## config.mk

```make
export PLATFORM = sky130hd
export DESIGN_NAME = uart_rxbuf_ctrl
export DESIGN_NICKNAME = d
export VERILOG_FILES = /design/src/rtl/rxbs_pkg.sv /design/src/rtl/rxbs_fifo.sv /design/src/rtl/rxbs_idle_timer.sv /design/src/rtl/uart_rxbuf_ctrl.sv
export SDC_FILE = /design/constraint.sdc
export NUM_CORES = 1
export LEC_CHECK = 0
export ABC_AREA = 1
export BUFFER_PORTS_ARGS = -buffer_cell sky130_fd_sc_hd__buf_4
export CAP_MARGIN = 25
export CORE_AREA = 2 2 95 189
export DETAILED_ROUTE_END_ITERATION = 10
export DIE_AREA = 0 0 97 191
export PLACE_DENSITY = 0.59
export SYNTH_ARGS = -nofsm -noshare
export SYNTH_HDL_FRONTEND = slang
export SYNTH_SLANG_ARGS = --single-unit
```

## constraint.sdc

```tcl
create_clock -name clk -period 4.6 [get_ports clk]
set_input_delay 0.92 -clock clk [delete_from_list [all_inputs] [get_ports clk]]
set_output_delay 0.92 -clock clk [all_outputs]
set_load 0.05 [all_outputs]
```

## src/rtl/rxbs_pkg.sv

```systemverilog
package rxbs_pkg;
  typedef enum logic [2:0] {
    RX_STOPPED = 3'd0,
    RX_RUN     = 3'd1,
    RX_HELD    = 3'd2,
    RX_DRAIN   = 3'd3,
    RX_FLUSH   = 3'd4
  } rx_state_e;
endpackage

```

## src/rtl/rxbs_fifo.sv

```systemverilog
module rxbs_fifo #(
  parameter int W     = 8,
  parameter int DEPTH = 4
) (
  input  logic         clk,
  input  logic         rst_n,
  input  logic         push,
  input  logic [W-1:0] din,
  input  logic         pop,
  output logic [W-1:0] dout,
  output logic         full,
  output logic         empty
);
  localparam int PW = (DEPTH > 1) ? $clog2(DEPTH) : 1;

  logic [PW:0]  wr_ptr_q, wr_ptr_d;
  logic [PW:0]  rd_ptr_q, rd_ptr_d;
  logic [W-1:0] slot_q [DEPTH];

  always_comb begin
    wr_ptr_d = wr_ptr_q;
    rd_ptr_d = rd_ptr_q;
    if (push) wr_ptr_d = wr_ptr_q + 1'b1;
    if (pop)  rd_ptr_d = rd_ptr_q + 1'b1;
  end

  always_ff @(posedge clk or negedge rst_n) begin
    if (!rst_n) begin
      wr_ptr_q <= '0;
      rd_ptr_q <= '0;
    end else begin
      wr_ptr_q <= wr_ptr_d;
      rd_ptr_q <= rd_ptr_d;
    end
  end

  for (genvar g = 0; g < DEPTH; g++) begin : g_slot
    logic slot_en;
    assign slot_en = push && (wr_ptr_q[PW-1:0] == PW'(g));
    always_ff @(posedge clk) begin
      if (slot_en) slot_q[g] <= din;
    end
  end

  assign dout  = slot_q[rd_ptr_q[PW-1:0]];
  assign empty = (wr_ptr_q == rd_ptr_q);
  assign full  = (wr_ptr_q[PW] != rd_ptr_q[PW]) &&
                 (wr_ptr_q[PW-1:0] == rd_ptr_q[PW-1:0]);

  // the controller must never push into a full queue
  p_no_overflow_r10: assert property (@(posedge clk) disable iff (!rst_n)
    !(push && full));
  // the buffer writer must never pop an empty queue
  p_no_underflow_r7: assert property (@(posedge clk) disable iff (!rst_n)
    !(pop && empty));
endmodule

```

## src/rtl/rxbs_idle_timer.sv

```systemverilog
module rxbs_idle_timer #(
  parameter int TW = 8
) (
  input  logic          clk,
  input  logic          rst_n,
  input  logic          arm,
  input  logic          restart,
  input  logic          tick,
  input  logic [TW-1:0] limit,
  output logic          expired
);
  logic [TW-1:0] cnt_q, cnt_d;

  assign expired = arm && (cnt_q >= limit);

  always_comb begin
    cnt_d = cnt_q;
    if (!arm || restart)      cnt_d = '0;
    else if (tick && !expired) cnt_d = cnt_q + 1'b1;
  end

  always_ff @(posedge clk or negedge rst_n) begin
    if (!rst_n) cnt_q <= '0;
    else        cnt_q <= cnt_d;
  end

  // a freshly armed window with a nonzero limit starts unexpired
  p_fresh_window_r5: assert property (@(posedge clk) disable iff (!rst_n)
    ($rose(arm) && (limit != '0)) |-> !expired);
endmodule

```

## src/rtl/uart_rxbuf_ctrl.sv

```systemverilog
module uart_rxbuf_ctrl
  import rxbs_pkg::*;
#(
  parameter int AW         = 16,
  parameter int LW         = 8,
  parameter int TW         = 8,
  parameter int FIFO_DEPTH = 4,
  parameter int STOP_EXTRA = 4
) (
  input  logic          clk,
  input  logic          rst_n,
  input  logic          byte_vld,
  input  logic [7:0]    byte_data,
  input  logic          bit_tick,
  input  logic          cmd_start,
  input  logic          cmd_stop,
  input  logic          cmd_flush,
  input  logic [AW-1:0] cfg_base,
  input  logic [LW-1:0] cfg_len,
  input  logic [TW-1:0] cfg_timeout,
  output logic          mem_we,
  output logic [AW-1:0] mem_addr,
  output logic [7:0]    mem_wdata,
  output logic          rts,
  output logic          end_evt,
  output logic [LW-1:0] end_count,
  output logic          rx_stopped,
  output logic          overrun
);
  localparam int XW = $clog2(STOP_EXTRA + 1);
  localparam logic [XW-1:0] EXTRA_LIM = XW'(STOP_EXTRA);

  rx_state_e     state_q, state_d;
  logic [AW-1:0] base_q, base_d;
  logic [LW-1:0] len_q, len_d;
  logic [LW-1:0] count_q, count_d;
  logic [XW-1:0] extra_q, extra_d;
  logic          evt_q, evt_d;
  logic [LW-1:0] evt_cnt_q, evt_cnt_d;
  logic          ovr_q, ovr_d;

  logic          fifo_full, fifo_empty, fifo_push;
  logic [7:0]    fifo_dout;
  logic          tmo_exp, drain_arm;
  logic          write_state, has_space, wr_go;
  logic          stop_done, take_state, rx_take, ovr_hit;

  // datapath conditions
  assign write_state = (state_q == RX_RUN) || (state_q == RX_DRAIN) ||
                       (state_q == RX_FLUSH);
  assign has_space   = (count_q != len_q);
  assign wr_go       = write_state && !fifo_empty && has_space;
  assign stop_done   = (extra_q == EXTRA_LIM) || tmo_exp;
  assign take_state  = (state_q == RX_RUN) || (state_q == RX_HELD) ||
                       ((state_q == RX_DRAIN) && !stop_done);
  assign rx_take     = byte_vld && take_state;
  assign fifo_push   = rx_take && !fifo_full;
  assign ovr_hit     = rx_take && fifo_full;
  assign drain_arm   = (state_q == RX_DRAIN);

  rxbs_fifo #(.W(8), .DEPTH(FIFO_DEPTH)) u_fifo (
    .clk   (clk),
    .rst_n (rst_n),
    .push  (fifo_push),
    .din   (byte_data),
    .pop   (wr_go),
    .dout  (fifo_dout),
    .full  (fifo_full),
    .empty (fifo_empty)
  );

  rxbs_idle_timer #(.TW(TW)) u_idle (
    .clk     (clk),
    .rst_n   (rst_n),
    .arm     (drain_arm),
    .restart (rx_take),
    .tick    (bit_tick),
    .limit   (cfg_timeout),
    .expired (tmo_exp)
  );

  // next-state logic
  always_comb begin
    state_d   = state_q;
    base_d    = base_q;
    len_d     = len_q;
    count_d   = count_q;
    extra_d   = extra_q;
    evt_d     = 1'b0;
    evt_cnt_d = evt_cnt_q;
    ovr_d     = ovr_q;

    if (wr_go)   count_d = count_q + 1'b1;
    if (ovr_hit) ovr_d   = 1'b1;

    unique case (state_q)
      RX_STOPPED: begin
        if (cmd_start) begin
          state_d = RX_RUN;
          base_d  = cfg_base;
          len_d   = cfg_len;
          count_d = '0;
          ovr_d   = 1'b0;
        end else if (cmd_flush) begin
          state_d = RX_FLUSH;
          base_d  = cfg_base;
          len_d   = cfg_len;
          count_d = '0;
        end
      end
      RX_RUN: begin
        if (cmd_stop) begin
          state_d = RX_DRAIN;
          extra_d = '0;
        end else if (!has_space) begin
          state_d   = RX_HELD;
          evt_d     = 1'b1;
          evt_cnt_d = count_q;
        end
      end
      RX_HELD: begin
        if (cmd_stop) begin
          state_d = RX_DRAIN;
          extra_d = '0;
        end
      end
      RX_DRAIN: begin
        if (rx_take) extra_d = extra_q + 1'b1;
        if (stop_done && !wr_go) begin
          state_d   = RX_STOPPED;
          evt_d     = 1'b1;
          evt_cnt_d = count_q;
        end
      end
      RX_FLUSH: begin
        if (!wr_go) begin
          state_d   = RX_STOPPED;
          evt_d     = 1'b1;
          evt_cnt_d = count_q;
        end
      end
      default: state_d = RX_STOPPED;
    endcase
  end

  // registers
  always_ff @(posedge clk or negedge rst_n) begin
    if (!rst_n) begin
      state_q   <= RX_STOPPED;
      base_q    <= '0;
      len_q     <= '0;
      count_q   <= '0;
      extra_q   <= '0;
      evt_q     <= 1'b0;
      evt_cnt_q <= '0;
      ovr_q     <= 1'b0;
    end else begin
      state_q   <= state_d;
      base_q    <= base_d;
      len_q     <= len_d;
      count_q   <= count_d;
      extra_q   <= extra_d;
      evt_q     <= evt_d;
      evt_cnt_q <= evt_cnt_d;
      ovr_q     <= ovr_d;
    end
  end

  assign mem_we     = wr_go;
  assign mem_addr   = base_q + AW'(count_q);
  assign mem_wdata  = fifo_dout;
  assign rts        = (state_q == RX_RUN);
  assign rx_stopped = (state_q == RX_STOPPED);
  assign end_evt    = evt_q;
  assign end_count  = evt_cnt_q;
  assign overrun    = ovr_q;

  // a stop during reception drops flow control on the next edge
  p_rts_drop_r3: assert property (@(posedge clk) disable iff (!rst_n)
    (state_q == RX_RUN && cmd_stop) |=> !rts);
  // once the extra-byte allowance is used, nothing more enters the queue
  p_extra_cap_r4: assert property (@(posedge clk) disable iff (!rst_n)
    (state_q == RX_DRAIN && extra_q == EXTRA_LIM) |-> !fifo_push);
  // end event is a single-cycle pulse
  p_end_pulse_r6: assert property (@(posedge clk) disable iff (!rst_n)
    end_evt |=> !end_evt);
  // writes stay inside the buffer
  p_in_bounds_r7: assert property (@(posedge clk) disable iff (!rst_n)
    mem_we |-> (count_q < len_q));
  // stopped and no command means no write next cycle
  p_stopped_quiet_r12: assert property (@(posedge clk) disable iff (!rst_n)
    (rx_stopped && !cmd_start && !cmd_flush) |=> !mem_we);
endmodule

```

==> summary.md, run 1 <==
| Metric | Value |
|---|---|
| Row cnt | `68` |
| Sink Count | `94` |
| # nets final | `732` |
| CTS tree | `done` |
| Latest clock arrival within the worst-skew pair | `350 ps` |
| Hold Buf Count CTS | `0` |
| TritonCTS buffer count | `9` |
| Final-layout worst hold slack | `491 ps` |
| Yosys cell types | `42` |
| Worst path most repeated cell | `nor2_1` |
| Fmax | `284 MHz` |
| Final Cycle Share | `0.766` |
| GPL Wtd Cong | `0.878` |
| Post-CTS Repair Setup Buffers | `0` |
| Port Buf Inserts | `83` |
| Drt drc | `0` |
| Slowest-stage cell, CP | `dfrtp_1` |
| Fraction of layout cells with a size suffix above 1 | `0.187` |
| Leakage | `2.99 nW` |
| Routed vias/inst | `4.53` |
| Mean Syn Cell Area | `8.78 um^2` |
| Power per cell area | `746 mW/mm^2` |
| Share of the yosys chip area belonging to registers | `0.497` |
| Levels on crit path | `10` |
| Yosys warns | `0` |
| Worst Tran Pin Value | `900 ps` |
| GRT Util Overall | `0.124` |
| DRT Wirelength | `11.1 mm` |
| First-pass GRT wire length | `18.8 mm` |
| ANT nets after route | `0` |
| Die area | `0.0185 mm^2` |
| Starting DRT DRC Count | `153` |
| Grt total ovfl | `0` |
| Mapped Area | `0.00505 mm^2` |
| Tmin final | `3520 ps` |
| Slowest stage delay, CP | `440 ps` |
| RSZ-0062 raised after global routing | `false` |
| Pre-CTS WS | `1420 ps` |
| Hold WC Path Type | `flip-flop to flip-flop` |
| Worst Path Max Fanout | `5` |
| CP Class | `flip-flop to output port` |
| Fin Clk Skew | `8.66 ps` |
| Largest net degree at the start of global routing | `63` |
| DR pass1 iterations | `4` |
| Worst Path Arrival | `2600 ps` |
| WP data required | `3680 ps` |
| Root buffer cell | `clkbuf_16` |
| MaxCap Viol Count | `0` |
| Chip Width | `97 um` |
| Cell family with most CP delay | `adder cells` |
| Longest Clk Path Bufs | `2` |
| Max IR drop VDD | `0.000726 V` |
| Hold Path Depth | `2` |
| DR vias | `3956` |
| Final Hold Viols | `0` |
| Antenna Diode Count | `0` |
| H-tree depth | `3` |
| CP Cell Sequence | `ha_1, inv_1, fa_1, nor2_1, a211oi_1, o21ai_1, nand3_1, nor2_1, xor2_1, buf_4` |
| Util after Layout | `0.362` |
| # IOs | `84` |
| Relative slew slack | `0.399` |
| R2R depth | `10` |
| Total core area | `0.0171 mm^2` |
| Initial antenna violation count | `0` |
| Drt wl/cell | `12.7 um` |
| Bufs and invs on worst path | `2` |
| Setup crit end kind | `output port` |
| Vias in the first global route | `3891` |
| Die H | `191 um` |
| Post-DP HPWL | `8.02 mm` |
| Post-route setup TNS | `0 ps` |
| Clk slew on worst S/H paths | `70 ps` |
| Final WS setup | `1080 ps` |
| Initial Util | `0.295` |
| Status | `finished, final reports clean` |
| Layout overhead on the synthesized area | `22.5%` |
| Yosys reg bits | `94` |
| Worst setup SP type | `flip-flop` |
| Synthesized instance count | `575` |
| Slew Limit Fails | `0` |
| PostCTS Resize Cnt | `0` |
| Finish-stage setup viols | `0` |
| Synthesized Nets | `648` |
==> where the power goes <==
| part | total [mW] | internal (mW) | switching [mW] | leakage, nW |
|---|---|---|---|---|
| clock | 0.780 | 0.434 | 0.346 | 0.150 |
| combinational | 2.49 | 0.765 | 1.73 | 1.75 |
| sequential | 1.34 | 1.11 | 0.226 | 1.09 |
| total | 4.61 | 2.31 | 2.30 | 2.99 |
==> cell usage after synthesis (all sizes together) <==
cell    number  share of area
nand2      174           0.14
inv         68          0.051
dfrtp       62           0.31
nor2        57          0.046
edfxtp      32           0.19
o21ai       32          0.032
nand3       27          0.030
ha          25          0.062
a21oi       16          0.018
xnor2       16          0.028
xor2        16          0.028
buf          9          0.013
o22ai        8         0.0099
nand4        7         0.0087
nor3         7          0.011
nor4         3         0.0037
a211oi       2         0.0030
a21boi       2         0.0030
a21o         2         0.0030
clkbuf       2         0.0015
nand3b       2         0.0030
and2         1         0.0012
fa           1         0.0040
o211ai       1         0.0015
o21a         1         0.0015
o21bai       1         0.0015
or2          1         0.0012
==> tightest hold or removal path, stage by stage, from the launching register on <==
cell	delay (ps)
dfrtp_1	350
nand2_1	60
nand2_1	50
==> state kept, by name (all words and copies together) (netlist names) <==
register	flops
count_q	8
u_fifo.slot_q	32
len_q	8
end_evt	1
overrun	1
u_fifo.rd_ptr_q	3
u_idle.cnt_q	8
base_q	16
extra_q	3
end_count	8
state_q	3
u_fifo.wr_ptr_q	3
==> layout by cell type (no fill, tap or decap), drive strengths merged, types with 2 or more instances in the layout <==
cell	synthesis	routed
xnor2	16	16
a21oi	16	16
inv	68	72
clkbuf	2	9
ha	25	25
a21boi	2	2
xor2	16	16
o21ai	32	32
buf	9	84
nor4	3	3
a21o	2	2
nand3	27	27
a211oi	2	2
edfxtp	32	32
nand2	174	174
nor3	7	7
dfrtp	62	62
nand4	7	7
o22ai	8	8
nand3b	2	2
nor2	57	57
==> per-layer routing <==
layer,GRT usage,wire length (um),vias up
met5,0,0,-
met3,0.0296,737,16
met2,0.204,5140,114
met1,0.161,5000,1807
li1,-,-,2019
met4,0.0417,206,0
==> stage by stage <==
stage	instances	cell area [um^2]	total power, mW
floorplan	575	5050	3.20
global placement	858	5870	3.85
detailed placement	858	5870	3.87
CTS	874	6190	4.68
global route	874	6190	4.96
finish	874	6190	4.61
==> cell type report <==
type | count | area (um^2)
clock buffer | 9 | 225
clock inverter | 7 | 88.8
fill | 1733 | 10900
inverter | 68 | 255
multi-input combinational | 402 | 2210
sequential | 94 | 2510
tap | 210 | 263
timing repair buffer | 84 | 631
==> final timing paths <==
| path | start | end | slack (ps) |
|---|---|---|---|
| setup / recovery | count_q[0]$_DFF_PN0_ | mem_addr[12] | 1080 |
| hold / removal | base_q[6]$_DFFE_PN0P_ | base_q[6]$_DFFE_PN0P_ | 490 |
| setup reg to reg | u_idle.cnt_q[3]$_DFFE_PN0P_ | u_fifo.slot_q[0][7]$_DFFE_PP_ | 2110 |
| hold reg to reg | base_q[6]$_DFFE_PN0P_ | base_q[6]$_DFFE_PN0P_ | 490 |
| max in group asynchronous | rst_n | base_q[13]$_DFFE_PN0P_ | 3400 |
| min in group asynchronous | rst_n | u_idle.cnt_q[5]$_DFFE_PN0P_ | 660 |
==> cells by family (layout without fill, tap and decap cells) <==
logic type	after synthesis	in the layout	synth area share
flops	94	94	0.497
xor+xnor	32	32	0.0555
buf+inv	79	168	0.0649
fa+ha+maj	26	26	0.0659
compound gates	65	65	0.0731
simple gates	279	279	0.243
(Power assumes the default switching activity.)
==> run 2: changes to the inputs <==
==> constraint.sdc (replaced) <==
create_clock -name clk -period 3.55 [get_ports clk]
set_input_delay 0.71 -clock clk [delete_from_list [all_inputs] [get_ports clk]]
set_output_delay 0.71 -clock clk [all_outputs]
set_load 0.05 [all_outputs]
==> summary.md, run 2 (synthesis results as in run 1) <==
| Metric | Value |
|---|---|
| Status | `finished, final reports clean` |
| Biggest regs | `u_fifo.slot_q (32), base_q (16)` |
| Slowest stage delay, CP | `440 ps (about the same)` |
| Relative slew slack | `0.429 (+0.0299)` |
| Worst Path Max Fanout | `5 (unchanged)` |
| Most frequent cells in the layout | `nand2_1, buf_4, inv_1` |
| Fill cells | `1740 (+0.40%)` |
| Longest Clk Path Bufs | `2 (unchanged)` |
| Drt drc | `0 (unchanged)` |
| Post-route setup TNS | `0 ps (unchanged)` |
| Bufs and invs on worst path | `2 (unchanged)` |
| Routed vias/inst | `4.50 (-0.52%)` |
| Finish-stage setup viols | `0 (unchanged)` |
| Fmax | `303 MHz` |
| Cell family with most CP delay | `adder cells` |
| Setup crit end kind | `output port` |
| ANT nets after route | `0 (unchanged)` |
| H-tree depth | `3 (unchanged)` |
| Biggest register | `u_fifo.slot_q` |
| Worst Path Arrival | `2590 ps (about the same)` |
| Clk slew on worst S/H paths | `70 ps (about the same)` |
| Fin Clk Skew | `6.72 ps (-1.93 ps)` |
| Latest clock arrival within the worst-skew pair | `340 ps (about the same)` |
| Tmin final | `3300 ps` |
| Final Cycle Share | `0.928` |
| GRT Util Overall | `0.127 (+0.00305)` |
| TritonCTS buffer count | `9 (unchanged)` |
| Fraction of layout cells with a size suffix above 1 | `0.192 (+0.00516)` |
| Final-layout worst hold slack | `442 ps (-49.7 ps)` |
| Power per cell area | `961 mW/mm^2 (+29%)` |
| # IOs | `84 (unchanged)` |
| Hold WC Path Type | `input pin to async pin` |
| Grt total ovfl | `0 (unchanged)` |
| First-pass GRT wire length | `19.1 mm (+2.0%)` |
| Initial antenna violation count | `0 (unchanged)` |
| Root buffer cell | `clkbuf_16` |
| RSZ-0062 raised after global routing | `false` |
| Final Hold Viols | `0 (unchanged)` |
| Slowest-stage cell, CP | `dfrtp_1` |
| Port Buf Inserts | `83 (unchanged)` |
| Max IR drop VDD | `0.00116 V (+59%)` |
| Die H | `191 um (unchanged)` |
| CP Class | `flip-flop to output port` |
| Vias in the first global route | `3961 (+1.8%)` |
| Starting DRT DRC Count | `117 (-24%)` |
| # nets final | `735 (+0.41%)` |
| Chip Width | `97 um (unchanged)` |
| Die area | `0.0185 mm^2 (unchanged)` |
| Commonest non-fill, non-tap cell in the layout | `nand2_1` |
| Total core area | `0.0171 mm^2 (unchanged)` |
| Post-DP HPWL | `8.21 mm (+2.4%)` |
| Largest net degree at the start of global routing | `63 (unchanged)` |
| Max reg flops | `32 (unchanged)` |
| Worst setup SP type | `flip-flop` |
| GPL Wtd Cong | `0.886 (+0.91%)` |
| Sink Count | `94 (unchanged)` |
| Drt wl/cell | `13.0 um (+2.3%)` |
| Final WS setup | `254 ps (-821 ps)` |
| DR vias | `3949 (-0.18%)` |
| MaxCap Viol Count | `0 (unchanged)` |
| CP Cell Sequence | `ha_1, inv_1, fa_1, nor2_1, a211oi_1, o21ai_1, nand3_1, nor2_2, xor2_1, buf_4` |
| Slew Limit Fails | `0 (unchanged)` |
| WP data required | `2840 ps (-840 ps)` |
| Row cnt | `68 (unchanged)` |
| DRT Wirelength | `11.4 mm (+2.6%)` |
| CTS tree | `done` |
| Initial Util | `0.295 (unchanged)` |
| Worst Tran Pin Value | `855 ps (-44.7 ps)` |
| DR pass1 iterations | `4 (unchanged)` |
| Leakage | `2.99 nW (+0.12%)` |
| Post-CTS Repair Setup Buffers | `0 (unchanged)` |
| Antenna Diode Count | `0 (unchanged)` |
| Layout overhead on the synthesized area | `22.5% (about the same)` |
| Pre-CTS WS | `569 ps (-854 ps)` |
-- run 2: cell count changes in the layout (fill, tap and decap cells not counted), sizes merged --
cell      change
buf           +3
bufinv        -1
clkinv        +1
clkinvlp      +1
inv           -1
-- run 2: area by class of cell --
cell class	count	area [um^2]	area share
well taps	210	263	0.0425
clock inverters	7	66.3	0.0107
flip-flops and latches	94	2510	0.406
inverters	68	255	0.0412
multi-input cells	402	2210	0.358
repair buffers	87	653	0.106
clock buffers	9	225	0.0364
-- run 2: path summary, 6_finish.rpt --
check | start | end | slack [ps] | cells after the start
worst max-delay path | count_q[0]$_DFF_PN0_ | mem_addr[12] | 250 | 10
worst min-delay path | rst_n | u_idle.cnt_q[5]$_DFFE_PN0P_ | 440 | 1
worst max register to register | u_idle.cnt_q[5]$_DFFE_PN0P_ | u_fifo.slot_q[3][3]$_DFFE_PP_ | 1210 | 8
worst min register to register | base_q[5]$_DFFE_PN0P_ | base_q[5]$_DFFE_PN0P_ | 490 | 2
max in group asynchronous | rst_n | base_q[8]$_DFFE_PN0P_ | 2540 | 1
min in group clk | base_q[5]$_DFFE_PN0P_ | base_q[5]$_DFFE_PN0P_ | 490 | 2
-- run 2: where the power goes --
group          internal, mW  switching [mW]
combinational         0.998            2.27
clock                 0.493           0.457
sequential             1.44           0.287
total                  2.93            3.01
-- run 2: worst reg2reg max path, cell delays in order (launching register included) --
cell and delay (ps):
dfrtp_1 430, ha_1 310, a21oi_1 140, nor2_1 50
nor2_1 120, nand4_1 110, nand2_1 130, nand3_2 180
nor2_2 500
-- run 2: through the flow --
stage	total power, mW	instances	utilization	area (um^2)
after CTS	6.02	877	0.362	6190
after global placement	5.00	861	0.345	5890
after global routing	6.39	877	0.362	6190
final	5.94	877	0.362	6190
after detailed placement	5.03	861	0.345	5890
after floorplan	4.15	575	-	5050
-- run 2: per-layer routing --
layer | up-vias | global-route usage | wire (um)
met2 | 96 | 0.212 | 5420
met1 | 1818 | 0.158 | 5140
met4 | 0 | 0.0423 | 121
li1 | 2027 | - | -
met3 | 8 | 0.0369 | 684
met5 | - | 0 | 0
-- run 2: what timing repair did --
| item | CTS | global route |
|---|---|---|
| gates resized for setup | 0 | 1 |
| endpoints found under the setup margin | 0 | 2 |
| hold buffers | 0 | 0 |
